### config.mk
export PLATFORM = sky130hd
export DESIGN_NAME = level_irq_ctrl
export DESIGN_NICKNAME = d
export VERILOG_FILES = /design/src/rtl/level_irq_ctrl.sv
export SDC_FILE = /design/constraint.sdc
export NUM_CORES = 2
export LEC_CHECK = 0
export BUFFER_PORTS_ARGS = -buffer_cell sky130_fd_sc_hd__clkbuf_2
export CAP_MARGIN = 5
export CORE_AREA = 2 2 444 446
export DETAILED_ROUTE_END_ITERATION = 6
export DIE_AREA = 0 0 446 448
export SYNTH_ARGS = -nofsm -noshare
export SYNTH_HDL_FRONTEND = slang
export SYNTH_SLANG_ARGS = --single-unit
### constraint.sdc
create_clock -name clk -period 190.5 [get_ports clk]
set_input_delay 38.1 -clock clk [delete_from_list [all_inputs] [get_ports clk]]
set_output_delay 38.1 -clock clk [all_outputs]
set_load 0.03 [all_outputs]
### src/rtl/level_irq_ctrl.sv
module level_irq_ctrl #(
  parameter int NSRC     = 96,
  parameter int AW       = 12,
  parameter int SRST_CYC = 4,
  parameter logic [7:0] REV = 8'h21
) (
  input  logic            clk,
  input  logic            rst_n,
  input  logic [NSRC-1:0] irq_in,
  input  logic [AW-1:0]   addr,
  input  logic            wr_en,
  input  logic            rd_en,
  input  logic [31:0]     wdata,
  output logic [31:0]     rdata,
  output logic            irq_o
);
  localparam int NB = NSRC / 32;
  localparam int IW = $clog2(NSRC);
  localparam int CW = $clog2(SRST_CYC + 1);

  logic [NSRC-1:0] mask, pend;
  logic [7:0]      lvl [NSRC];
  logic [7:0]      thr;
  logic            autoidle, prot, busy, spur, found;
  logic [1:0]      idle;
  logic [IW-1:0]   act, best;
  logic [5:0]      bp;
  logic [CW-1:0]   srcnt;
  logic [31:0]     rv;

  wire sr_go  = wr_en && addr == AW'(16) && wdata[1];
  wire ack_wr = wr_en && addr == AW'(72) && wdata[0];

  assign pend  = irq_in & ~mask;
  assign irq_o = busy;

  always_comb begin
    found = 1'b0;
    best  = '0;
    bp    = '1;
    for (int i = 0; i < NSRC; i++)
      if (pend[i] && (thr == 8'hFF || {2'b00, lvl[i][7:2]} < thr) &&
          (!found || lvl[i][7:2] < bp)) begin
        found = 1'b1;
        best  = IW'(i);
        bp    = lvl[i][7:2];
      end
  end

  always_ff @(posedge clk or negedge rst_n) begin
    if (!rst_n) begin
      mask <= '1; thr <= 8'hFF; autoidle <= 1'b0; prot <= 1'b0; idle <= '0;
      busy <= 1'b0; spur <= 1'b0; act <= '0; srcnt <= '0;
      for (int i = 0; i < NSRC; i++) lvl[i] <= '0;
    end else if (sr_go) begin
      mask <= '1; thr <= 8'hFF; autoidle <= 1'b0; prot <= 1'b0; idle <= '0;
      busy <= 1'b0; spur <= 1'b0; act <= '0; srcnt <= CW'(SRST_CYC);
      for (int i = 0; i < NSRC; i++) lvl[i] <= '0;
    end else begin
      if (srcnt != '0) srcnt <= srcnt - 1'b1;
      if (wr_en) begin
        if (addr == AW'(16))  autoidle <= wdata[0];
        if (addr == AW'(76))  prot     <= wdata[0];
        if (addr == AW'(80))  idle     <= wdata[1:0];
        if (addr == AW'(104)) thr      <= wdata[7:0];
        for (int b = 0; b < NB; b++) begin
          if (addr == AW'(132 + 32*b)) mask[b*32 +: 32] <= wdata;
          if (addr == AW'(136 + 32*b)) mask[b*32 +: 32] <= mask[b*32 +: 32] & ~wdata;
          if (addr == AW'(140 + 32*b)) mask[b*32 +: 32] <= mask[b*32 +: 32] | wdata;
        end
        for (int i = 0; i < NSRC; i++)
          if (addr == AW'(256 + 4*i)) lvl[i] <= wdata[7:0];
      end
      if (ack_wr) begin
        busy <= 1'b0;
        spur <= 1'b0;
      end else if (!busy && found) begin
        busy <= 1'b1;
        act  <= best;
        spur <= 1'b0;
      end else if (busy && !pend[act]) begin
        spur <= 1'b1;
      end
    end
  end

  always_comb begin
    rv = '0;
    if (addr == AW'(0))   rv = {24'h0, REV};
    if (addr == AW'(16))  rv = {31'h0, autoidle};
    if (addr == AW'(20))  rv = {31'h0, srcnt == '0};
    if (addr == AW'(64))  rv = 32'({spur, act});
    if (addr == AW'(76))  rv = {31'h0, prot};
    if (addr == AW'(80))  rv = {30'h0, idle};
    if (addr == AW'(104)) rv = {24'h0, thr};
    for (int b = 0; b < NB; b++) begin
      if (addr == AW'(132 + 32*b)) rv = mask[b*32 +: 32];
      if (addr == AW'(152 + 32*b)) rv = pend[b*32 +: 32];
    end
    for (int i = 0; i < NSRC; i++)
      if (addr == AW'(256 + 4*i)) rv = {24'h0, lvl[i]};
  end
  assign rdata = rd_en ? rv : '0;


  irq_hold_chk: assert property (@(posedge clk) disable iff (!rst_n)
    $fell(irq_o) |-> $past(ack_wr || sr_go));

  grant_chk: assert property (@(posedge clk) disable iff (!rst_n)
    $rose(irq_o) |-> ($past(found) && $past(best) == act));

  thr_chk: assert property (@(posedge clk) disable iff (!rst_n)
    (found && thr != 8'hFF) |-> ({2'b00, lvl[best][7:2]} < thr));

  spur_chk: assert property (@(posedge clk) disable iff (!rst_n)
    (irq_o && !ack_wr && !sr_go && !pend[act]) |=> spur);

  srst_chk: assert property (@(posedge clk) disable iff (!rst_n)
    sr_go |=> ((&mask) && thr == 8'hFF && !irq_o));
endmodule

==> flow_metrics.env <==
export IMPL_seq_area_frac_synth=0.2555
export IMPL_synth_seq_cells=888
export IMPL_clock_skew_ns=0.02318
export IMPL_max_freq_mhz=5.452
export IMPL_violations="design-rule violations"
export IMPL_synthArstFlopShare=1.000
export IMPL_post_dp_cell_area_mm2=0.09223
export IMPL_antenna_found_initial=65
export IMPL_hold_path_end="mask[12]$_DFFE_PN1P_"
export IMPL_worst_endpoint_arrival_ns=184.08
export IMPL_reg2reg_to="act[4]$_DFFE_PN0P_"
export IMPL_setup_viol=0
export IMPL_core_mm2=0.1946
export IMPL_dr_pass1_iters=7
export IMPL_synthAdderAreaFrac=0.1123
export IMPL_synth_top_family_by_area="compound AO/OA/AOI/OAI gates"
export IMPL_finalNetCount=12280
export IMPL_die_h_um=448
export IMPL_dieArea_mm2=0.1998
export IMPL_max_cap_viol_count=0
export IMPL_syn_area_per_cell_um2=7.988
export IMPL_crit_fanout=9
export IMPL_grt_usage=0.4263
export IMPL_hp_start="mask[12]$_DFFE_PN1P_"
export IMPL_required_ns=191.15
export IMPL_ys_types=213
export IMPL_post_dp_hpwl_um=326400
export IMPL_cts_htree_levels=3
export IMPL_grt_pass1_vias=88280
export IMPL_worstReg2RegStart="thr[1]$_DFFE_PN1P_"
export IMPL_gr_total_overflow=0
export IMPL_vias=95060
export IMPL_grt_pass1_wl_um=631700
export IMPL_cts_hold_buf=0
export IMPL_syn_num_nets=11870
export IMPL_crit_path_end_kind="flop"
export IMPL_start_util=0.4496
export IMPL_reg2reg_slack_ns=42.91
export IMPL_gp_congestion=1.043
export IMPL_cts_buffers_inserted=104
export IMPL_routed_wl_um=444000
export IMPL_multiInputGateArea_mm2=0.06310
export IMPL_cpPeakStageDelay_ns=0.58
export IMPL_fin_crit_sh=0.9629
export IMPL_routedWlPerCell_um=31.58
export IMPL_period_needed_ns=183.43
export IMPL_yosys_area_share_simple=0.2409
export IMPL_yosysTopAreaCell="dfrtp_1"
export IMPL_min_delay_path_depth=2
export IMPL_antenna_left=0
export IMPL_cts_path_max_buffers=3
export IMPL_io_buffers=176
export IMPL_drive_gt1_frac=0.2173
export IMPL_r2r_cells=793
export IMPL_grt_max_degree=193
export IMPL_status="complete, but fails checks"
export IMPL_slowest_stage="or4b_4"
export IMPL_synth_edf_count=0
export IMPL_clkTransAtPathRegs_ns=0.06
export IMPL_root_buffer="clkbuf_16"
export IMPL_synth_cells=10950
export IMPL_ys_top_cells_by_area="dfrtp_1, ha_1, a21oi_1"
export IMPL_synth_warnings=0
export IMPL_die_x_um=446
export IMPL_regArea_mm2=0.02235
export IMPL_fin_area_mm2=0.09992
export IMPL_rows=162
export IMPL_tns_ns=0
export IMPL_startpoint_type="input pin"
export IMPL_drv_slew=0
export IMPL_muxShareOfSynthArea=0.04116
export IMPL_numClockSinks=888
export IMPL_drt_iter0_markers=11740
export IMPL_cts_tree="yes"
export IMPL_critPathKind="input pin to flop"
export IMPL_relSlewSlack=0.01913
export IMPL_worstMarginPinSlew_ns=1.468
export IMPL_synth_compound_area_share=0.2887
export IMPL_post_route_util=0.5135
export IMPL_hold_viol_final=0
export IMPL_ys_flop_type="dfrtp_1"
export IMPL_io_pins=177
export IMPL_cpMostUsedCell="ha_1"
export IMPL_via_per_inst=6.760
export IMPL_syn_area_mm2=0.08749
export IMPL_synthXorXnorAreaFrac=0.007923
export IMPL_clk_latency_ns=0.76
export IMPL_drc=11
export IMPL_hold_path_class="flop to flop"
export IMPL_synth_top_area_frac=0.2242
export IMPL_syn2layout_area_growth_pct=14.21
export IMPL_filler_cell_count=18900
flip-flops by register name, summed over array words and instances, names as in the netlist:
register and cells:
act 7, autoidle 1, idle 2, irq_o 1
lvl 768, mask 96, prot 1, spur 1
srcnt 3, thr 8
layer usage:
metal  vias to the layer above  wire length, µm  track usage
met5                         -              224            0
met3                      1394            42200      0.08279
li1                      41660                -            -
met2                      5498           189700       0.6395
met4                        28            41420       0.3339
met1                     46480           170400       0.5380
cell usage after synthesis, drive strengths merged (84+ instances only):
| library cell | n |
|---|---|
| dfrtp | 784 |
| inv | 280 |
| mux2i | 194 |
| ha | 771 |
| clkbuf | 480 |
| nand2b | 213 |
| o21ai | 844 |
| or2 | 99 |
| a22oi | 192 |
| o211ai | 87 |
| nor2 | 789 |
| nor2b | 169 |
| a21oi | 1334 |
| dfstp | 104 |
| a21o | 94 |
| a211oi | 138 |
| buf | 84 |
| nand2 | 1430 |
| a221oi | 93 |
| nand3 | 913 |
| nor3 | 156 |
| a31oi | 96 |
| nand4 | 92 |
cell families (layout without fill, tap and decap cells):
group | Yosys count | count (layout)
and+or+nand+nor | 4305 | 4308
AOI/OAI and AO/OA | 3721 | 3724
DFF | 888 | 888
buffers and inverters | 883 | 1378
adders and majority gates | 787 | 787
muxes | 297 | 297
xor gates and xnor gates | 71 | 71
other | 0 | 66
how the worst max path moves through the flow:
stage,startpoint,to,slack (ns),cells past startpoint
finish,irq_in[0],act[4]$_DFFE_PN0P_,7.07,904
global route,irq_in[0],act[4]$_DFFE_PN0P_,-1.17,900
CTS,irq_in[0],act[0]$_DFFE_PN0P_,0.07,909
detailed placement,irq_in[0],act[1]$_DFFE_PN0P_,-5.34,936
global placement,irq_in[0],act[0]$_DFFE_PN0P_,-1.22,1167
floorplan,irq_in[0],act[0]$_DFFE_PN0P_,2.22,1174
critical path, delay by kind of cell:
kind / cells / cell delay (ns)
simple gates: 287 / 48.71
mux: 39 / 8.65
compound gates: 405 / 71.69
buf+inv: 59 / 7.74
fa+ha+maj: 114 / 31.10
layout make-up:
type                            count  share of cell area
Antenna cell                       66            0.001653
Clock buffer                      154             0.03083
Clock inverter                     37            0.004871
Inverter                          283             0.01091
Multi-Input combinational cell   9187              0.6315
Sequential cell                   888              0.2237
Tap cell                         2542             0.03183
Timing Repair Buffer              904             0.06471
timing repair:
item	CTS	global route
resized for setup	59	565
gates cloned	3	3
pin swaps	16	213
setup buffers	18	176
hold endpoints to repair	0	0
setup endpoints to repair	7	7
metrics by stage:
stage,std cells,worst slack (ns),hold slack (ns)
2_1_floorplan,10950,2.215,0.4395
3_3_place_gp,13600,-1.224,0.4656
3_5_place_dp,13600,-5.343,0.4716
4_1_cts,13820,0.06921,0.4801
5_1_grt,14050,-1.171,0.5023
6_report,14060,7.071,0.4780
cell usage in the layout, fill, tap and decap left out, types with 209 or more instances in the layout:
| master | count |
|---|---|
| a21oi_1 | 1228 |
| buf_4 | 719 |
| dfrtp_1 | 782 |
| ha_1 | 725 |
| inv_1 | 272 |
| nand2_1 | 1402 |
| nand2b_1 | 209 |
| nand3_1 | 899 |
| nor2_1 | 699 |
| o21ai_0 | 661 |
Power is not shown: default switching activity piles up to over one toggle a cycle in this logic, so the estimate is an artifact.
